**config.mk**
```make
export PLATFORM = sky130hd
export DESIGN_NAME = booth_seq_mult
export DESIGN_NICKNAME = d
export VERILOG_FILES = /design/src/rtl/booth_pkg.sv /design/src/rtl/booth_ctrl.sv /design/src/rtl/booth_recoder.sv /design/src/rtl/booth_addsub.sv /design/src/rtl/booth_seq_mult.sv
export SDC_FILE = /design/constraint.sdc
export NUM_CORES = 1
export LEC_CHECK = 0
export BUFFER_PORTS_ARGS = -buffer_cell sky130_fd_sc_hd__buf_2
export CAP_MARGIN = 15
export CORE_UTILIZATION = 55
export DETAILED_ROUTE_END_ITERATION = 8
export PLACE_DENSITY = 0.83
export SLEW_MARGIN = 30
export SYNTH_ARGS = -nofsm -noshare
export SYNTH_HDL_FRONTEND = slang
export SYNTH_SLANG_ARGS = --single-unit
```
**constraint.sdc**
```tcl
create_clock -name clk -period 3 [get_ports clk]
set_input_delay 0.3 -clock clk [delete_from_list [all_inputs] [get_ports clk]]
set_output_delay 0.3 -clock clk [all_outputs]
set_load 0.02 [all_outputs]
```
**src/rtl/booth_pkg.sv**
```systemverilog
package booth_pkg;

    typedef enum logic [1:0] {
        OP_NONE = 2'd0,
        OP_ADD  = 2'd1,
        OP_SUB  = 2'd2
    } booth_op_e;

    typedef enum logic {
        ST_IDLE = 1'b0,
        ST_RUN  = 1'b1
    } seq_state_e;

    typedef struct packed {
        logic load;
        logic step;
    } ctrl_t;

    // Radix-2 run-of-ones recoding of (current bit, previously examined bit)
    function automatic booth_op_e recode(input logic cur, input logic prev);
        case ({cur, prev})
            2'b10:   return OP_SUB;
            2'b01:   return OP_ADD;
            default: return OP_NONE;
        endcase
    endfunction

endpackage

```
**src/rtl/booth_ctrl.sv**
```systemverilog
module booth_ctrl
    import booth_pkg::*;
#(
    parameter int N = 8
) (
    input  logic  clk,
    input  logic  rst,
    input  logic  start,
    output ctrl_t ctl,
    output logic  done
);
    localparam int CW = (N > 2) ? $clog2(N) : 1;
    localparam logic [CW-1:0] LAST = CW'(N - 1);

    seq_state_e    state_q;
    logic [CW-1:0] cnt_q;
    logic          busy;

    assign busy     = (state_q == ST_RUN);
    assign ctl.load = (state_q == ST_IDLE) && start;
    assign ctl.step = busy;

    always_ff @(posedge clk) begin
        if (rst) begin
            state_q <= ST_IDLE;
            cnt_q   <= '0;
            done    <= 1'b0;
        end else begin
            done <= 1'b0;
            case (state_q)
                ST_IDLE: begin
                    if (start) begin
                        state_q <= ST_RUN;
                        cnt_q   <= '0;
                    end
                end
                default: begin
                    if (cnt_q == LAST) begin
                        state_q <= ST_IDLE;
                        done    <= 1'b1;
                    end else begin
                        cnt_q <= cnt_q + CW'(1);
                    end
                end
            endcase
        end
    end

    AST_DONE_PULSE: assert property (@(posedge clk) disable iff (rst)
        done |=> !done);

    AST_DONE_AFTER_RUN: assert property (@(posedge clk) disable iff (rst)
        done |-> $past(busy));

    AST_BUSY_IGNORE: assert property (@(posedge clk) disable iff (rst)
        (busy && start && cnt_q != LAST) |=> (busy && cnt_q == $past(cnt_q) + CW'(1)));

endmodule

```
**src/rtl/booth_recoder.sv**
```systemverilog
module booth_recoder
    import booth_pkg::*;
(
    input  logic      cur_bit,
    input  logic      prev_bit,
    output booth_op_e op
);
    assign op = recode(cur_bit, prev_bit);

    always_comb begin
        if (cur_bit == prev_bit) begin
            AST_RUN_INTERIOR_NOP: assert (op == OP_NONE);
        end
    end

endmodule

```
**src/rtl/booth_addsub.sv**
```systemverilog
module booth_addsub
    import booth_pkg::*;
#(
    parameter int N = 8
) (
    input  logic [N-1:0] acc,
    input  logic [N-1:0] mcand,
    input  booth_op_e    op,
    output logic [N:0]   res
);
    localparam int EW = N + 1;

    logic [EW-1:0] acc_x;
    logic [EW-1:0] mc_x;

    // One guard bit keeps the true sign even for the most negative multiplicand
    assign acc_x = {acc[N-1], acc};
    assign mc_x  = {mcand[N-1], mcand};

    always_comb begin
        case (op)
            OP_ADD:  res = acc_x + mc_x;
            OP_SUB:  res = acc_x + (~mc_x) + EW'(1);
            default: res = acc_x;
        endcase
    end

    always_comb begin
        if (op == OP_SUB) begin
            AST_SUB_DIFF: assert (res == acc_x - mc_x);
        end
        if (op == OP_ADD) begin
            AST_ADD_SUM: assert ($signed(res) == $signed(acc_x) + $signed(mc_x));
        end
    end

endmodule

```
**src/rtl/booth_seq_mult.sv**
```systemverilog
module booth_seq_mult
    import booth_pkg::*;
#(
    parameter int N = 8
) (
    input  logic           clk,
    input  logic           rst,
    input  logic           start,
    input  logic [N-1:0]   mcand,
    input  logic [N-1:0]   mplier,
    output logic [2*N-1:0] product,
    output logic           done
);
    localparam int PW = 2 * N;

    logic [PW-1:0] prod_q;
    logic          prev_q;
    logic [N-1:0]  mcand_q;
    ctrl_t         ctl;
    booth_op_e     op;
    logic [N:0]    upper_res;
    logic [PW-1:0] ref_q;

    booth_ctrl #(.N(N)) u_ctrl (
        .clk   (clk),
        .rst   (rst),
        .start (start),
        .ctl   (ctl),
        .done  (done)
    );

    booth_recoder u_recoder (
        .cur_bit  (prod_q[0]),
        .prev_bit (prev_q),
        .op       (op)
    );

    booth_addsub #(.N(N)) u_addsub (
        .acc   (prod_q[PW-1:N]),
        .mcand (mcand_q),
        .op    (op),
        .res   (upper_res)
    );

    always_ff @(posedge clk) begin
        if (rst) begin
            prod_q  <= '0;
            prev_q  <= 1'b0;
            mcand_q <= '0;
        end else if (ctl.load) begin
            prod_q  <= {{N{1'b0}}, mplier};
            prev_q  <= 1'b0;
            mcand_q <= mcand;
        end else if (ctl.step) begin
            // Sign-kept right shift of {upper result, lower half}
            prod_q  <= {upper_res, prod_q[N-1:1]};
            prev_q  <= prod_q[0];
        end
    end

    assign product = prod_q;

    // Reference product captured at start, used only by the checks below
    always_ff @(posedge clk) begin
        if (rst) begin
            ref_q <= '0;
        end else if (ctl.load) begin
            ref_q <= $signed({{N{mcand[N-1]}}, mcand}) * $signed({{N{mplier[N-1]}}, mplier});
        end
    end

    AST_RESET_CLEAR: assert property (@(posedge clk)
        rst |=> (prod_q == '0 && !done));

    AST_PRODUCT_MATCH: assert property (@(posedge clk) disable iff (rst)
        done |-> (prod_q == ref_q));

    AST_HOLD_IDLE: assert property (@(posedge clk) disable iff (rst)
        (!ctl.step && !ctl.load) |=> $stable(prod_q));

    AST_LOAD_IMAGE: assert property (@(posedge clk) disable iff (rst)
        ctl.load |=> (prod_q[PW-1:N] == '0 && !prev_q));

endmodule

```
# [Word level (Yosys, flattened, before mapping)]
# Cells that the tools add are included.
# W data, S select, Z words.
[totals] out_inout_bits=17 in_bits=19 regBits=30 wordCells=39
[classes] bitwise_logic=2 n_mux=11 n_addsub=4 reduce_logical=8 eq_ne=6
[op_table] operator="$pmux W9 S2" n=1
[op_table] operator="$mux W8" n=2
[op_table] operator="$add A8 B8 Y9" n=1
[op_table] operator="$add A9 B1 Y9 const B" n=1
[op_table] operator="$add A9 B9 Y9" n=1
[op_table] operator="$mux W3" n=3
[op_table] operator="$not A9 Y9" n=1
[op_table] operator="$reduce_bool A2 Y1" n=3
[op_table] operator="$eq A2 B1 Y1 const B" n=2
[op_table] operator="$eq A2 B2 Y1 const B" n=2
[op_table] operator="$mux W1" n=4
[op_table] operator="$pmux W2 S2" n=1
[op_table] operator="$reduce_and A2 Y1" n=2
[op_table] operator="$reduce_or A2 Y1" n=2
[op_table] operator="$add A3 B1 Y3 const B" n=1
[op_table] operator="$eq A3 B3 Y1 const B" n=1
[op_table] operator="$ne A2 B2 Y1 const B" n=1
[op_table] operator="$logic_and A1 B1 Y1" n=1
[op_table] operator="$not A1 Y1" n=1

# [Longest topological paths before layout]
# Gate-level depths: netlist (run 1).
[logic_depth] depth_word=6 mapped_depth=9 depth_no_buf=9

# [Modules after synthesis]
# From an unflattened synthesis (run 1), not the netlist that was laid out.
[unflattened] hier_cells=259 hier_area_um2=2275.9
[modules_own_cells] module="booth_addsub" cells_each=143 n_inst=1 seq_area_each_um2=0.0 area_per_inst_um2=1012.2
[modules_own_cells] module="booth_seq_mult" cells_each=92 n_inst=1 seq_area_each_um2=500.5 area_per_inst_um2=1001.0
[modules_own_cells] module="booth_ctrl" cells_each=22 n_inst=1 seq_area_each_um2=100.1 area_per_inst_um2=247.7
[modules_own_cells] module="booth_recoder" cells_each=2 n_inst=1 seq_area_each_um2=0.0 area_per_inst_um2=15.0

# [Least setup slack after synthesis (run 1)]
# Ideal clock, no wire load.
[synth_path] kind="register to register" startpoint="register prod_q[9] (netlist: product[9])" endpoint="register prod_q[14] (netlist: product[14])" setup_time_ns=0.103 required_time_ns=2.897 t_arrival_ns=1.850 path_slack_ns=1.047 synth_period_minus_slack_ns=1.953 stages_incl_launch_ff=8 n_path_buf=0 path_cell_list="dfxtp_1 ha_1 nor2b_1 o31a_4 o22ai_4 xnor2_2 nand2_1 a2111oi_2"
[synth_between] elab_chain_len=3 elab_cells_between_ends=4 classes_between="add/sub: 3; mux: 1"
[synth_rtl] item="from (decl)" line="booth_seq_mult.sv:16" text="logic [PW-1:0] prod_q;"
[synth_rtl] item="from (signal assigned)" line="booth_seq_mult.sv:51" text="prod_q <= {{N{1'b0}}, mplier};"
[synth_rtl] item="from (signal assigned)" line="booth_seq_mult.sv:56" text="prod_q <= {upper_res, prod_q[N-1:1]};"
[synth_rtl] item="$add A9 B9 Y9" line="booth_addsub.sv:23" text="OP_SUB: res = acc_x + (~mc_x) + EW'(1);"
[synth_rtl] item="$add A9 B1 Y9" line="booth_addsub.sv:23"
[synth_rtl] item="$pmux W9 S2 (*)" line="booth_addsub.sv:21" text="case (op)"
# Mark *: on every way between the ends. The rest lies on a longest branch, timed or not.
# A chain may end at the register's enable or synchronous reset.

# [Worst setup path in the final report (run 1)]
[layout_path] startpoint="register prod_q[8] (netlist: product[8])" endpoint="register prod_q[15] (netlist: product[15])"
# The elaborated chain is that of the path after synthesis.

==> results of run 1 <==
[registers in the layout, indices dropped and copies added, names as in the netlist]
name and count:
mcand_q 8, u_ctrl.done 1, product 16, u_ctrl.cnt_q 3, prev_q 1, u_ctrl.busy 1
[area by class of cell]
| cell class | count | share of cell area |
|---|---|---|
| inverters | 21 | 0.0323 |
| clock buffers | 6 | 0.0338 |
| repair buffers | 37 | 0.0779 |
| clock inverters | 2 | 0.00513 |
| well taps | 48 | 0.0246 |
| flip-flops and latches | 30 | 0.246 |
| multi-input cells | 212 | 0.580 |
[through the flow]
step,setup slack [ns],cells
after floorplan,1.05,281
after global placement,0.988,348
after detailed placement,0.927,348
after CTS,0.865,356
after global routing,0.708,356
final,0.867,356
[layer usage]
metal  routed length (microns)  global-route usage  vias up  share of wire
met5                         0                   0        -              0
met4                        70               0.114        0          0.014
met3                       248              0.0423        8          0.049
met2                      2360               0.427       54           0.46
met1                      2410               0.347      903           0.47
li1                          -                   -     1028              -
[cell families after synthesis]
family,synth area share
mux,0.0602
simple gates,0.208
buf+inv,0.0757
xor+xnor,0.0275
flops,0.275
compound gates,0.220
fa+ha+maj,0.133
[worst reg2reg max path, cell delays in order, from the launching register on]
cell,delay (ns)
dfxtp_1,0.40
inv_1,0.08
ha_1,0.24
fa_1,0.43
nor2b_1,0.23
o31ai_2,0.12
a21oi_1,0.19
nor3_1,0.07
o21ai_1,0.16
a21oi_1,0.09
[cell usage in the layout, fill, tap and decap left out, drive strengths merged, types with 3 or more instances in the layout]
| cell type | Yosys | layout |
|---|---|---|
| inv | 21 | 21 |
| a211oi | 3 | 3 |
| nor3 | 10 | 10 |
| buf | 10 | 37 |
| dfxtp | 30 | 30 |
| nor3b | 6 | 6 |
| o211ai | 4 | 4 |
| a21oi | 31 | 31 |
| a31oi | 4 | 4 |
| ha | 20 | 20 |
| o21ai | 14 | 14 |
| nor2b | 6 | 6 |
| nand3 | 5 | 5 |
| nor2 | 33 | 33 |
| xnor2 | 5 | 5 |
| nand2 | 28 | 28 |
| mux2i | 12 | 12 |
| clkbuf | 8 | 6 |
| a221oi | 3 | 3 |
| nor4 | 3 | 3 |
[report_power, final]
part	internal, W	total, W	switching [W]
logic	0.0000925	0.000226	0.000133
clock network	0.000184	0.000336	0.000152
registers	0.000416	0.000438	0.0000213
[how the worst max path moves through the flow]
stage	start	slack [ns]	endpoint
5_1_grt	product[8]$_SDFFE_PP0P_	0.71	product[13]$_SDFFE_PP0P_
2_1_floorplan	product[9]$_SDFFE_PP0P_	1.05	product[14]$_SDFFE_PP0P_
4_1_cts	product[8]$_SDFFE_PP0P_	0.87	product[15]$_SDFFE_PP0P_
6_report	product[8]$_SDFFE_PP0P_	0.87	product[15]$_SDFFE_PP0P_
3_5_place_dp	product[8]$_SDFFE_PP0P_	0.93	product[15]$_SDFFE_PP0P_
3_3_place_gp	mcand_q[1]$_SDFFE_PP0P_	0.99	product[14]$_SDFFE_PP0P_
==> flow_metrics.env, run 1 <==
export IMPL_status="finished, final reports clean"
export IMPL_rows=22
export IMPL_fillers=331
export IMPL_cp_top_family="adder cells"
export IMPL_report_power_total_w=0.00100
export IMPL_fmax_mhz=469
export IMPL_max_vdd_ir_drop_mv=0.312
export IMPL_max_cap_violations=0
export IMPL_postLayoutCoreUtil=0.652
export IMPL_grt_use_total=0.265
export IMPL_p_leak_nw=1.04
export IMPL_worst_pin_slew_ns=0.538
export IMPL_routed_via_density=5.60
export IMPL_fin_tns_setup_ns=0
export IMPL_num_vias=1993
export IMPL_crit_path_start_kind="flip-flop"
export IMPL_wirelength_mm=5.09
export IMPL_grt_max_degree=30
export IMPL_skew_ns=0.00693
export IMPL_gp_congestion=0.914
export IMPL_seq_area_sq_um=601
export IMPL_syn_avg_cell_area_sq_um=7.76
export IMPL_cpMostUsedCell="a21oi_1"
export IMPL_r2r_end="product[15]$_SDFFE_PP0P_"
export IMPL_cts_tree="yes"
export IMPL_critical_path_cell_chain="inv_1, ha_1, fa_1, nor2b_1, o31ai_2, a21oi_1, nor3_1, o21ai_1, a21oi_1"
export IMPL_critical_path_slowest_cell="fa_1"
export IMPL_cp_max_fo=5
export IMPL_slowest_delay_ns=0.43
export IMPL_synth_top_cells_by_count="nor2_1, a21oi_1, dfxtp_1"
export IMPL_drc_errors=0
export IMPL_post_dp_cell_area_sq_um=2340
export IMPL_cts_setup_buffers=0
export IMPL_ioPinCount=36
export IMPL_critPathBufInv=1
export IMPL_min_from="mcand[4]"
export IMPL_reg2regPathDepth=9
export IMPL_die_x_microns=65.0
export IMPL_cp_required_ns=3.16
export IMPL_syn_inst=281
export IMPL_path_clk_slew_ns=0.06
export IMPL_criticalPathCategory="flip-flop to flip-flop"
export IMPL_power_density_nw_per_um2=410
export IMPL_insertion_delay_ns=0.28
export IMPL_path_depth=9
export IMPL_cts_resized=0
export IMPL_worstPathArrival_ns=2.29
export IMPL_setup_violations_final=0
export IMPL_maxSlewHeadroom=0.642
export IMPL_cts_hold_buffers=0
export IMPL_syn_area_sq_um=2180
export IMPL_grt_setup_unrepaired="false"
export IMPL_yosys_register_bits=30
export IMPL_cts_sinks=30
export IMPL_core_area_sq_um=3740
export IMPL_post_route_min_period_ns=2.13
export IMPL_dp_hpwl_mm=3.80
export IMPL_ff2ff_setup_slack_ns=0.87
export IMPL_antenna_cells=0
export IMPL_io_buffer_count=35
export IMPL_grt_pass1_vias=1892
export IMPL_drive_above_1_share=0.188
export IMPL_synth_edf_count=0
export IMPL_ys_flop_type="dfxtp_1"
export IMPL_clockRootBuffer="clkbuf_8"
export IMPL_synth_cell_types=48
export IMPL_area_growth_pct=11.9
export IMPL_htree_levels=2
export IMPL_drt_iter0_markers=103
export IMPL_cts_made_buffers=5
export IMPL_min_path_type="input port to flip-flop"
export IMPL_finalHoldViolations=0
export IMPL_grt_pass1_wl_mm=8.65
export IMPL_reg2reg_from="product[8]$_SDFFE_PP0P_"
export IMPL_die_area_sq_um=4220
export IMPL_synth_fp_nets=322
export IMPL_async_flop_share=0
export IMPL_wl_per_cell_microns=14.3
export IMPL_cts_buffer_depth=2
export IMPL_synth_most_common_cell="nor2_1"
export IMPL_synth_top_cells_by_area="dfxtp_1, ha_1, a21oi_1"
export IMPL_ys_seq_area_frac=0.275
export IMPL_yosys_area_top_type="dfxtp_1"
export IMPL_drt_first_pass_iters=4
export IMPL_period_share=0.711
export IMPL_fin_nets=348
export IMPL_min_to="mcand_q[4]$_SDFFE_PP0P_"
export IMPL_overflow=0
export IMPL_fp_dieH_microns=65.0
export IMPL_netlist_area_leader_share=0.275
export IMPL_start_util=0.583
export IMPL_end_kind="flip-flop"
export IMPL_fin_hold_ws_ns=0.253
export IMPL_ant_nets=0
export IMPL_yosys_warnings=0
export IMPL_multiInputGateArea_sq_um=1420
export IMPL_design_area_sq_um=2440
export IMPL_final_max_slew_violation_count=0
export IMPL_worstHoldPathCells=3
export IMPL_antenna_found_initial=0
(Power assumes the default switching activity.)
==> run 2, diff against run 1 <==
clock period = 2.05 ns   (was 3 ns; I/O delays follow)
==> run 2 against run 1 <==
Clock power grew 47%. Non-clock buffer count grew 14. Critical path type unchanged. Highest routed layer unchanged. Setup slack lost 0.78 ns.
==> flow_metrics.env, run 2 (synthesis gave the netlist of run 1 again) <==
export IMPL_start_util=0.583
export IMPL_wl_per_cell_microns=14.7
export IMPL_final_max_slew_violation_count=0
export IMPL_drt_iter0_markers=160
export IMPL_min_path_type="input port to flip-flop"
export IMPL_cts_hold_buffers=0
export IMPL_fmax_mhz=509
export IMPL_finalHoldViolations=0
export IMPL_post_dp_cell_area_sq_um=2450
export IMPL_worst_pin_slew_ns=0.539
export IMPL_die_area_sq_um=4220
export IMPL_grt_pass1_wl_mm=8.94
export IMPL_post_route_min_period_ns=1.97
export IMPL_cts_made_buffers=5
export IMPL_multiInputGateArea_sq_um=1490
export IMPL_worst_slack_ns=0.0849
export IMPL_num_vias=2129
export IMPL_power_density_nw_per_um2=575
export IMPL_grt_use_total=0.276
export IMPL_antenna_cells=0
export IMPL_dp_hpwl_mm=4.01
export IMPL_routed_via_density=5.75
export IMPL_dp_cells=362
export IMPL_stdcell_count=370
export IMPL_wirelength_mm=5.44
export IMPL_design_area_sq_um=2620
export IMPL_setup_violations_final=0
export IMPL_crit_path_start_kind="flip-flop"
export IMPL_drc_errors=0
export IMPL_end_kind="flip-flop"
export IMPL_maxSlewHeadroom=0.640
export IMPL_cts_sinks=30
export IMPL_criticalPathCategory="flip-flop to flip-flop"
export IMPL_worstPathArrival_ns=2.12
export IMPL_antenna_found_initial=0
export IMPL_largest_register_ffs=16
export IMPL_skew_ns=0.00513
export IMPL_worstHoldPathCells=3
export IMPL_insertion_delay_ns=0.29
export IMPL_reg2regPathDepth=8
export IMPL_cp_required_ns=2.20
export IMPL_max_cap_violations=0
export IMPL_cts_buffer_depth=2
export IMPL_cp_max_fo=5
export IMPL_drive_above_1_share=0.264
export IMPL_area_growth_pct=20.1
export IMPL_fin_nets=362
export IMPL_max_vdd_ir_drop_mv=0.455
export IMPL_p_leak_nw=1.12
export IMPL_gp_congestion=0.977
export IMPL_rows=22
export IMPL_core_area_sq_um=3740
export IMPL_die_x_microns=65.0
export IMPL_grt_pass1_vias=1948
export IMPL_path_clk_slew_ns=0.07
export IMPL_cts_tree="yes"
export IMPL_fillers=307
export IMPL_ioPinCount=36
export IMPL_ant_nets=0
export IMPL_pre_cts_slack_ns=0.0112
export IMPL_drt_first_pass_iters=4
export IMPL_htree_levels=2
export IMPL_clockRootBuffer="clkbuf_8"
export IMPL_postLayoutCoreUtil=0.700
export IMPL_status="finished, final reports clean"
export IMPL_final_common_cell="buf_2"
export IMPL_seq_area_sq_um=606
export IMPL_layout_common_cells="buf_2, nor2_1, a21oi_1, nand2_1, dfxtp_1"
export IMPL_fp_dieH_microns=65.0
export IMPL_grt_max_degree=30
export IMPL_overflow=0
export IMPL_fin_hold_ws_ns=0.157
export IMPL_io_buffer_count=35
export IMPL_period_share=0.959
[run 2: what timing repair did]
action,in CTS,in global routing
gates resized for setup,1,14
setup buffers,0,0
pin swaps,0,2
setup endpoints to repair,2,5
[run 2: final timing paths]
| check | from | to | slack (ns) |
|---|---|---|---|
| worst max register to register | product[8]$_SDFFE_PP0P_ | product[9]$_SDFFE_PP0P_ | 0.08 |
| worst max-delay path | product[8]$_SDFFE_PP0P_ | product[9]$_SDFFE_PP0P_ | 0.08 |
| worst min register to register | mcand_q[0]$_SDFFE_PP0P_ | mcand_q[0]$_SDFFE_PP0P_ | 0.49 |
| worst min-delay path | mcand[3] | mcand_q[3]$_SDFFE_PP0P_ | 0.16 |
[run 2: final cells by class]
class	instances	share of cell area
multi-input cells	212	0.568
clock inverters	1	0.00191
clock buffers	7	0.0330
flip-flops and latches	30	0.231
repair buffers	51	0.113
well taps	48	0.0229
inverters	21	0.0301
[run 2: power breakdown]
group | internal, W | switching [W] | total [W] | leakage [nW]
Sequential | 0.000610 | 0.0000250 | 0.000635 | 0.247
Combinational | 0.000162 | 0.000214 | 0.000377 | 0.822
Clock | 0.000270 | 0.000224 | 0.000495 | 0.0482
[run 2: layer usage]
layer | routed length (microns) | track usage | vias up
met5 | 0 | 0 | -
met4 | 133 | 0.100 | 0
met3 | 351 | 0.0528 | 15
met2 | 2440 | 0.458 | 87
met1 | 2510 | 0.353 | 969
li1 | - | - | 1058
[run 2: critical path: stages (launching register included)]
cell	delay (ns)
dfxtp_2	0.37
inv_1	0.05
ha_1	0.22
fa_1	0.43
xnor2_1	0.16
a221oi_1	0.26
nor3_1	0.10
a21oi_1	0.18
nor3_1	0.06
[run 2: stage by stage]
stage                     setup TNS [ns]  total power (W)
after CTS                              0          0.00149
after global routing             -0.0398          0.00157
after floorplan                        0         0.000902
after detailed placement               0          0.00100
final                                  0          0.00151
after global placement                 0         0.000994
==> run 3, diff against run 2 <==
PLACE_DENSITY = 0.87   (was 0.83)
==> run 3 against run 2 <==
Wire length up 2.0%. Sequential share of layout area up 0.50 points. Power down 0.34%. Die area unchanged. Design area down 2.5%. Via count up 0.28%. Combinational power down 5%. Worst hold slack worse by 0.0056 ns. Sequential power about the same. Flip-flop and latch count unchanged. Setup slack worse by 0.019 ns. Count of clock-buffer cells in the layout down 1. Highest routed layer unchanged.
==> flow_metrics.env, run 3 (synthesis gave the netlist of run 1 again) <==
export IMPL_cp_max_fo=5
export IMPL_p_sw_frac=0.314
export IMPL_final_common_cell="buf_2"
export IMPL_post_route_min_period_ns=1.98
export IMPL_fillers=308
export IMPL_layout_common_cells="buf_2, nor2_1, a21oi_1, nand2_1, dfxtp_1"
export IMPL_overflow=0
export IMPL_antenna_cells=0
export IMPL_crit_path_start_kind="flip-flop"
export IMPL_maxSlewHeadroom=0.640
export IMPL_p_leak_nw=1.10
export IMPL_period_share=0.968
export IMPL_seq_area_sq_um=603
export IMPL_cts_setup_buffers=0
export IMPL_path_clk_slew_ns=0.07
export IMPL_gp_congestion=0.912
export IMPL_area_growth_pct=17.1
export IMPL_seqPwrFrac=0.423
export IMPL_cp_top_family="adder cells"
export IMPL_reg2regPathDepth=8
export IMPL_min_path_type="input port to flip-flop"
export IMPL_status="finished, final reports clean"
export IMPL_drc_errors=0
export IMPL_core_area_sq_um=3740
export IMPL_insertion_delay_ns=0.28
export IMPL_final_max_slew_violation_count=0
export IMPL_cts_made_buffers=5
export IMPL_cts_buffer_depth=2
export IMPL_die_x_microns=65.0
export IMPL_finalHoldViolations=0
export IMPL_max_cap_violations=0
export IMPL_critPathBufInv=1
export IMPL_combPwrFrac=0.240
export IMPL_skew_ns=0.00499
export IMPL_end_kind="flip-flop"
export IMPL_fin_hold_ws_ns=0.151
export IMPL_routed_via_density=5.80
export IMPL_criticalPathCategory="flip-flop to flip-flop"
export IMPL_cts_tree="yes"
export IMPL_power_density_nw_per_um2=588
export IMPL_max_vdd_ir_drop_mv=0.626
export IMPL_cp_required_ns=2.24
export IMPL_drive_above_1_share=0.244
export IMPL_grt_pass1_wl_mm=9.16
export IMPL_io_buffer_count=35
export IMPL_switchingPower_w=0.000471
export IMPL_largest_register_ffs=16
export IMPL_drt_iter0_markers=164
export IMPL_fin_nets=360
export IMPL_rows=22
export IMPL_worst_pin_slew_ns=0.540
export IMPL_min_from="mcand[0]"
export IMPL_ioPinCount=36
export IMPL_htree_levels=2
export IMPL_grt_max_degree=30
export IMPL_clkPwrFrac=0.337
export IMPL_dp_hpwl_mm=4.03
export IMPL_ant_nets=0
export IMPL_reg2reg_from="product[8]$_SDFFE_PP0P_"
export IMPL_wl_per_cell_microns=15.1
export IMPL_critical_path_cell_chain="inv_1, ha_1, fa_1, nor2b_1, o31ai_2, o21ai_1, a21oi_1, a221oi_1"
export IMPL_grt_use_total=0.280
export IMPL_clockRootBuffer="clkbuf_8"
export IMPL_wirelength_mm=5.55
export IMPL_multiInputGateArea_sq_um=1440
export IMPL_antenna_found_initial=0
export IMPL_die_area_sq_um=4220
export IMPL_critPathLaunch="product[8]$_SDFFE_PP0P_"
export IMPL_path_depth=8
export IMPL_start_util=0.583
export IMPL_critical_path_slowest_cell="fa_1"
export IMPL_worstPathArrival_ns=2.18
export IMPL_slowest_delay_ns=0.42
export IMPL_grt_pass1_vias=2036
export IMPL_fmax_mhz=504
export IMPL_setup_violations_final=0
export IMPL_num_vias=2135
export IMPL_postLayoutCoreUtil=0.682
export IMPL_drt_first_pass_iters=5
export IMPL_cts_sinks=30
export IMPL_fp_dieH_microns=65.0
export IMPL_worstHoldPathCells=3
export IMPL_intPower_w=0.00103
==> run 3: cell count changes in the layout (fill, tap and decap cells not counted), moves of 2 or more <==
cell	change
ha_1	+3
ha_4	-3
buf_4	-2
dfxtp_1	+2
dfxtp_2	-2
==> run 3: metal layers <==
layer  vias up  GRT usage  share of wire
met2        91      0.465           0.48
met1       984      0.357           0.45
met4         0      0.111          0.013
li1       1051          -              -
met5         -          0              0
met3         9     0.0493          0.056
==> run 3: area by class of cell <==
type                    instances  share of cell area
clock buffers                   6              0.0323
clock inverters                 2             0.00490
inverters                      21              0.0309
multi-input cells             212               0.562
flip-flops and latches         30               0.236
well taps                      48              0.0235
repair buffers                 49               0.110
==> run 3: power groups by stage <==
stage | Clock (W) | Combinational [W] | Sequential, W
2_1_floorplan | 0 | 0.000245 | 0.000656
3_3_place_gp | 0 | 0.000338 | 0.000645
3_5_place_dp | 0 | 0.000347 | 0.000646
4_1_cts | 0.000515 | 0.000350 | 0.000634
5_1_grt | 0.000536 | 0.000392 | 0.000637
6_report | 0.000506 | 0.000360 | 0.000635
==> run 3: final timing paths <==
path,end,slack [ns]
worst max register to register,product[13]$_SDFFE_PP0P_,0.07
worst max-delay path,product[13]$_SDFFE_PP0P_,0.07
worst min register to register,mcand_q[7]$_SDFFE_PP0P_,0.48
worst min-delay path,mcand_q[0]$_SDFFE_PP0P_,0.15
==> run 3: through the flow <==
stage          instances  TNS (ns)  area (sq um)  worst slack [ns]  total power (W)
2_1_floorplan        281         0          2180            0.0969         0.000902
3_3_place_gp         360         0          2430            0.0573         0.000983
3_5_place_dp         360         0          2430            0.0295         0.000993
4_1_cts              368         0          2530           0.00964          0.00150
5_1_grt              368  -0.00407          2550          -0.00407          0.00157
6_report             368         0          2550            0.0664          0.00150
==> run 3: repair_timing <==
item	in CTS	in global routing
setup endpoints to repair	0	5
gates resized for setup	0	8
hold buffers	0	0
==> run 3: worst min-delay path: stages <==
cell and delay, ns:
buf_2 0.09, nand2_1 0.04, a21oi_1 0.05
